## config.mk

```make
export PLATFORM = sky130hd
export DESIGN_NAME = serial_cfg_rx
export DESIGN_NICKNAME = d
export VERILOG_FILES = /design/src/rtl/serial_cfg_pkg.sv /design/src/rtl/cfg_clk_gen.sv /design/src/rtl/cfg_image_store.sv /design/src/rtl/cfg_chain_out.sv /design/src/rtl/serial_cfg_rx.sv
export SDC_FILE = /design/constraint.sdc
export NUM_CORES = 1
export LEC_CHECK = 0
export ABC_AREA = 1
export BUFFER_PORTS_ARGS = -buffer_cell sky130_fd_sc_hd__buf_2
export CAP_MARGIN = 20
export CORE_MARGIN = 3
export CORE_UTILIZATION = 45
export CTS_BUF_LIST = sky130_fd_sc_hd__clkbuf_8
export DETAILED_ROUTE_END_ITERATION = 10
export PLACE_DENSITY = 0.66
export SLEW_MARGIN = 30
export SYNTH_ARGS = -nofsm -noshare
export SYNTH_HDL_FRONTEND = slang
export SYNTH_SLANG_ARGS = --single-unit
```

## constraint.sdc

```tcl
create_clock -name clk -period 2.1 [get_ports clk]
set_input_delay 0.42 -clock clk [delete_from_list [all_inputs] [get_ports clk]]
set_output_delay 0.42 -clock clk [all_outputs]
set_load 0.03 [all_outputs]
```

## src/rtl/serial_cfg_pkg.sv

```systemverilog
package serial_cfg_pkg;

  localparam logic [2:0] MODE_SLAVE_SERIAL  = 3'b111;
  localparam logic [2:0] MODE_MASTER_SERIAL = 3'b110;

  // Half period of the generated clock, in system clock cycles.
  function automatic int unsigned half_cycles(int unsigned slow_half, logic [1:0] sel);
    int unsigned h;
    h = slow_half >> sel;
    return (h == 0) ? 1 : h;
  endfunction

endpackage

```

## src/rtl/cfg_clk_gen.sv

```systemverilog
module cfg_clk_gen
  import serial_cfg_pkg::*;
#(
  parameter int SLOW_HALF = 8
) (
  input  logic       clk,
  input  logic       rst_n,
  input  logic       prog_n,
  input  logic       master_en,
  input  logic       slave_en,
  input  logic       ext_cclk,
  input  logic [1:0] rate_sel,
  output logic       cclk_q,
  output logic       edge_seen
);
  localparam int DIV_W = $clog2(SLOW_HALF + 1);

  logic [DIV_W-1:0] div_cnt;
  logic [DIV_W-1:0] div_lim;
  logic             ext_prev;
  logic             tick;
  logic             slave_rise;
  logic             master_rise;

  always_comb begin
    div_lim     = DIV_W'(half_cycles(SLOW_HALF, rate_sel) - 1);
    tick        = master_en && (div_cnt >= div_lim);
    master_rise = tick && !cclk_q;
    slave_rise  = slave_en && ext_cclk && !ext_prev;
    edge_seen   = slave_rise || master_rise;
  end

  always_ff @(posedge clk or negedge rst_n) begin
    if (!rst_n) begin
      ext_prev <= 1'b0;
    end else begin
      ext_prev <= ext_cclk;
    end
  end

  always_ff @(posedge clk or negedge rst_n) begin
    if (!rst_n) begin
      div_cnt <= '0;
      cclk_q  <= 1'b0;
    end else if (!prog_n || !master_en) begin
      div_cnt <= '0;
      cclk_q  <= 1'b0;
    end else if (tick) begin
      div_cnt <= '0;
      cclk_q  <= !cclk_q;
    end else begin
      div_cnt <= div_cnt + 1'b1;
    end
  end

endmodule

```

## src/rtl/cfg_image_store.sv

```systemverilog
module cfg_image_store #(
  parameter int IMG_BITS = 32,
  parameter int RATE_POS = 4
) (
  input  logic                clk,
  input  logic                rst_n,
  input  logic                prog_n,
  input  logic                take,
  input  logic                din,
  output logic [IMG_BITS-1:0] image,
  output logic                done,
  output logic [1:0]          rate_sel
);
  localparam int CNT_W = $clog2(IMG_BITS + 1);

  logic [CNT_W-1:0]    bit_cnt;
  logic                wr_en;
  logic [IMG_BITS-1:0] hit;

  assign wr_en = take && !done;

  // One-hot decode of the write position.
  for (genvar i = 0; i < IMG_BITS; i++) begin : g_hit
    assign hit[i] = wr_en && (bit_cnt == CNT_W'(i));
  end

  always_ff @(posedge clk or negedge rst_n) begin
    if (!rst_n) begin
      image <= '0;
    end else begin
      for (int i = 0; i < IMG_BITS; i++) begin
        if (hit[i]) image[i] <= din;
      end
    end
  end

  always_ff @(posedge clk or negedge rst_n) begin
    if (!rst_n) begin
      bit_cnt  <= '0;
      done     <= 1'b0;
      rate_sel <= 2'b00;
    end else if (!prog_n) begin
      bit_cnt  <= '0;
      done     <= 1'b0;
      rate_sel <= 2'b00;
    end else if (wr_en) begin
      bit_cnt <= bit_cnt + 1'b1;
      if (bit_cnt == CNT_W'(IMG_BITS - 1)) done <= 1'b1;
      if (bit_cnt == CNT_W'(RATE_POS + 1)) rate_sel <= {din, image[RATE_POS]};
    end
  end

endmodule

```

## src/rtl/cfg_chain_out.sv

```systemverilog
module cfg_chain_out (
  input  logic clk,
  input  logic rst_n,
  input  logic prog_n,
  input  logic take,
  input  logic done,
  input  logic din,
  output logic dout
);
  always_ff @(posedge clk or negedge rst_n) begin
    if (!rst_n) begin
      dout <= 1'b0;
    end else if (!prog_n) begin
      dout <= 1'b0;
    end else if (take) begin
      dout <= done ? din : 1'b0;
    end
  end
endmodule

```

## src/rtl/serial_cfg_rx.sv

```systemverilog
module serial_cfg_rx
  import serial_cfg_pkg::*;
#(
  parameter int IMG_BITS  = 32,
  parameter int RATE_POS  = 4,
  parameter int SLOW_HALF = 8
) (
  input  logic                clk,
  input  logic                rst_n,
  input  logic                prog_n,
  input  logic [2:0]          mode,
  input  logic                ext_cclk,
  input  logic                din,
  output logic                cclk_out,
  output logic                cclk_oe,
  output logic                dout,
  output logic                done,
  output logic [IMG_BITS-1:0] image
);
  logic       slave_en;
  logic       master_en;
  logic       edge_seen;
  logic       take;
  logic       cclk_q;
  logic [1:0] rate_sel;

  assign slave_en  = (mode == MODE_SLAVE_SERIAL);
  assign master_en = (mode == MODE_MASTER_SERIAL);
  assign take      = prog_n && edge_seen;
  assign cclk_oe   = master_en;
  assign cclk_out  = cclk_q;

  cfg_clk_gen #(.SLOW_HALF(SLOW_HALF)) u_clk (
    .clk       (clk),
    .rst_n     (rst_n),
    .prog_n    (prog_n),
    .master_en (master_en),
    .slave_en  (slave_en),
    .ext_cclk  (ext_cclk),
    .rate_sel  (rate_sel),
    .cclk_q    (cclk_q),
    .edge_seen (edge_seen)
  );

  cfg_image_store #(.IMG_BITS(IMG_BITS), .RATE_POS(RATE_POS)) u_store (
    .clk      (clk),
    .rst_n    (rst_n),
    .prog_n   (prog_n),
    .take     (take),
    .din      (din),
    .image    (image),
    .done     (done),
    .rate_sel (rate_sel)
  );

  cfg_chain_out u_chain (
    .clk    (clk),
    .rst_n  (rst_n),
    .prog_n (prog_n),
    .take   (take),
    .done   (done),
    .din    (din),
    .dout   (dout)
  );

endmodule

```

==> results.ini <==
[routing]
drc = 0
dr_wl_met3_um = 255
drt_pass1_iterations = 4
wl_met2_mm = 2.516
drt_iter0_markers = 96
routed_wl_mm = 5.438
met1_length_mm = 2.623
top_layer = met4
ant_nets = 0
wl_per_cell_um = 12.86
detail_route.vias_per_cell = 4.993
vias = 2112

[critical_path]
rr_startpoint = u_store.rate_sel[1]
rr_worst_depth = 12
r2r_slack_ps = 160
crit_start = u_store.rate_sel[1]
crit_required_ps = 2280
crit_fanout = 9
crit_arrival_ps = 2120
end_kind = flop
critPathKind = reg2reg
start_kind = flop

[pwr]
power.combinational.fraction_pct = 7.1
seqPwrFrac_pct = 58.1
power_switching_uw = 387.5
power.internal_mw = 1.222
power_density_nw_per_um2 = 529.9
ir_worst_vdd_mv = 0.3108
power.leakage_nw = 1.501
p_sw_share_pct = 24.07
p_clk_share_pct = 34.9

[clock_network]
cts_hold_buf = 0
cts-htree-levels = 2
root_buffer = clkbuf_8
clk_pin_slew_ps = 80
cts_buffers = 5
cts_tree = built
clk_latency_ps = 300
cts.sinks = 48
cts_buffer_depth = 2

[global_routing]
grt_pass1_vias = 2030
overflow = 0
antenna_found_initial = 0
grt_max_degree = 36
grt_pass1_wl_mm = 9.232
track_usage_pct = 17.55

[timing]
fmax_mhz = 515.8
fin_ws_ps = 161.2
worstMarginPinSlew_ps = 535.4
hold_viol_final = 0
holdWs_ps = 71.12
setup_tns_ps = 0
min_period_over_period_pct = 92.33
maxSlewViolCount = 0
max-slew-margin-rel_pct = 64.22
fin_skew_ps = 3.730
rsz0062_at_grt = no
setup_violations = 0
min_period_ps = 1939

[synthesis]
synth.avg_cell_area_um2 = 8.558
synth_cell_types = 28
syn_area_um2 = 2619
yosysSeqAreaShare_pct = 45.87
synthCells = 306
yosysWarnings = 0
syn_nets = 323
synth-seq-cells = 48

[die]
core.rowCount = 27
num_io_pins = 44
initial_core_util_pct = 46.98
core_um2 = 5574
die_w_um = 82.29
dieArea_um2 = 6771
dieHeight_um = 82.29

[outcome]
outcome = finished clean

[cells_and_area]
area_growth_syn_to_layout_pct = 16.01
final_util_pct = 54.50
n_fill_cell = 541
antennaDiodeCount = 0
instances_no_fill = 423
regArea_um2 = 1201
layout.nets = 367
drive_above_1_share_pct = 26.50
multi_input_area_um2 = 1244

[place]
gp_congestion = 0.8473
place_hpwl_mm = 3.824
post-place-ws_ps = 94.51
dp_cells = 412
portBuffers = 43

[worst_hold_path]
hp-class = in2async

[run]
cap_violations = 0

[worst paths after layout]
kind | to
setup / recovery | u_store.image[6]
hold / removal | u_store.image[23]
setup reg to reg | u_store.image[6]
hold reg to reg | u_store.image[31]
max in group asynchronous | u_store.bit_cnt[3]
min in group clk | u_clk.ext_prev
[synth_stat cells, drive strengths merged]
| cell | count | share of area (%) |
|---|---|---|
| nand2 | 73 | 11 |
| dfrtp | 48 | 46 |
| nand3 | 42 | 13 |
| nor2 | 40 | 6.1 |
| o21ai | 39 | 7.5 |
| inv | 24 | 3.4 |
| buf | 10 | 3.7 |
| ha | 9 | 4.3 |
| nand4 | 5 | 1.2 |
| clkbuf | 4 | 0.57 |
| xor2 | 3 | 1.0 |
| nor3 | 2 | 0.38 |
| xnor2 | 2 | 0.67 |
| a21oi | 1 | 0.19 |
| conb | 1 | 0.14 |
| nand3b | 1 | 0.29 |
| o22ai | 1 | 0.24 |
| or2 | 1 | 0.24 |
[placed cells by master (no fill, tap or decap), drive strengths merged, types with 3 or more instances in the layout]
cell type,synthesis,routed
dfrtp,48,48
clkbuf,4,7
buf,10,49
o21ai,39,39
inv,24,26
nor2,40,40
nand3,42,42
xor2,3,3
nand4,5,5
ha,9,9
nand2,73,74
[metrics by stage]
stage          power [mW]  area, um2
2_1_floorplan       1.021       2619
3_3_place_gp        1.065       2888
3_5_place_dp        1.066       2888
4_1_cts             1.626       2978
5_1_grt             1.676       3038
6_report            1.610       3038
[power by group through the flow]
| stage | clock network (mW) | logic, mW | registers [mW] |
|---|---|---|---|
| 2_1_floorplan | 0 | 0.0602 | 0.961 |
| 5_1_grt | 0.612 | 0.129 | 0.935 |
| 3_3_place_gp | 0 | 0.112 | 0.953 |
| 3_5_place_dp | 0 | 0.113 | 0.953 |
| 6_report | 0.561 | 0.114 | 0.935 |
| 4_1_cts | 0.579 | 0.113 | 0.935 |
[timing repair]
| item | CTS | global route |
|---|---|---|
| setup buffers | 0 | 1 |
| resized for setup | 0 | 3 |
| endpoints found under the setup margin | 0 | 23 |
[flip-flops by register name, indices dropped and copies added, names as in the netlist]
register / cells
u_store.image: 32
u_chain.dout: 1
u_store.rate_sel: 2
u_store.done: 1
u_clk.cclk_q: 1
u_clk.div_cnt: 4
u_clk.ext_prev: 1
u_store.bit_cnt: 6
[routing by layer]
layer | global-route usage, % | vias to the layer above
li1 | - | 1084
met1 | 23.61 | 976
met2 | 28.29 | 48
met3 | 3.579 | 4
met4 | 5.648 | 0
met5 | 0 | -
[kinds of logic after synthesis]
| kind of cell | count (synthesis) | synth area share, % |
|---|---|---|
| adder cells (fa/ha/maj) | 9 | 4.300 |
| buffers and inverters | 38 | 7.692 |
| flip-flops | 48 | 45.87 |
| AO/OA/AOI/OAI | 41 | 7.883 |
| AND/OR/NAND/NOR | 164 | 32.44 |
| other | 1 | 0.1432 |
| XOR/XNOR | 5 | 1.673 |
[cell type report]
cell class	count	share of cell area, %
timing repair buffer	50	10.63
multi-input combinational	221	40.94
inverter	24	2.965
clock inverter	2	0.2471
sequential	48	39.54
tap	72	2.965
clock buffer	6	2.718
[worst max-delay path, stage by stage, from the launching register on]
cell and delay [ps]:
dfrtp_1 410, or2_2 310, ha_1 290, nand2_1 50
inv_1 40, nand2_1 50, nand3_2 80, nand2_4 90
nand2_8 110, clkbuf_16 190, nand3_2 80, nand2_1 70
o21ai_1 50
Power figures use the tool's default switching activity.
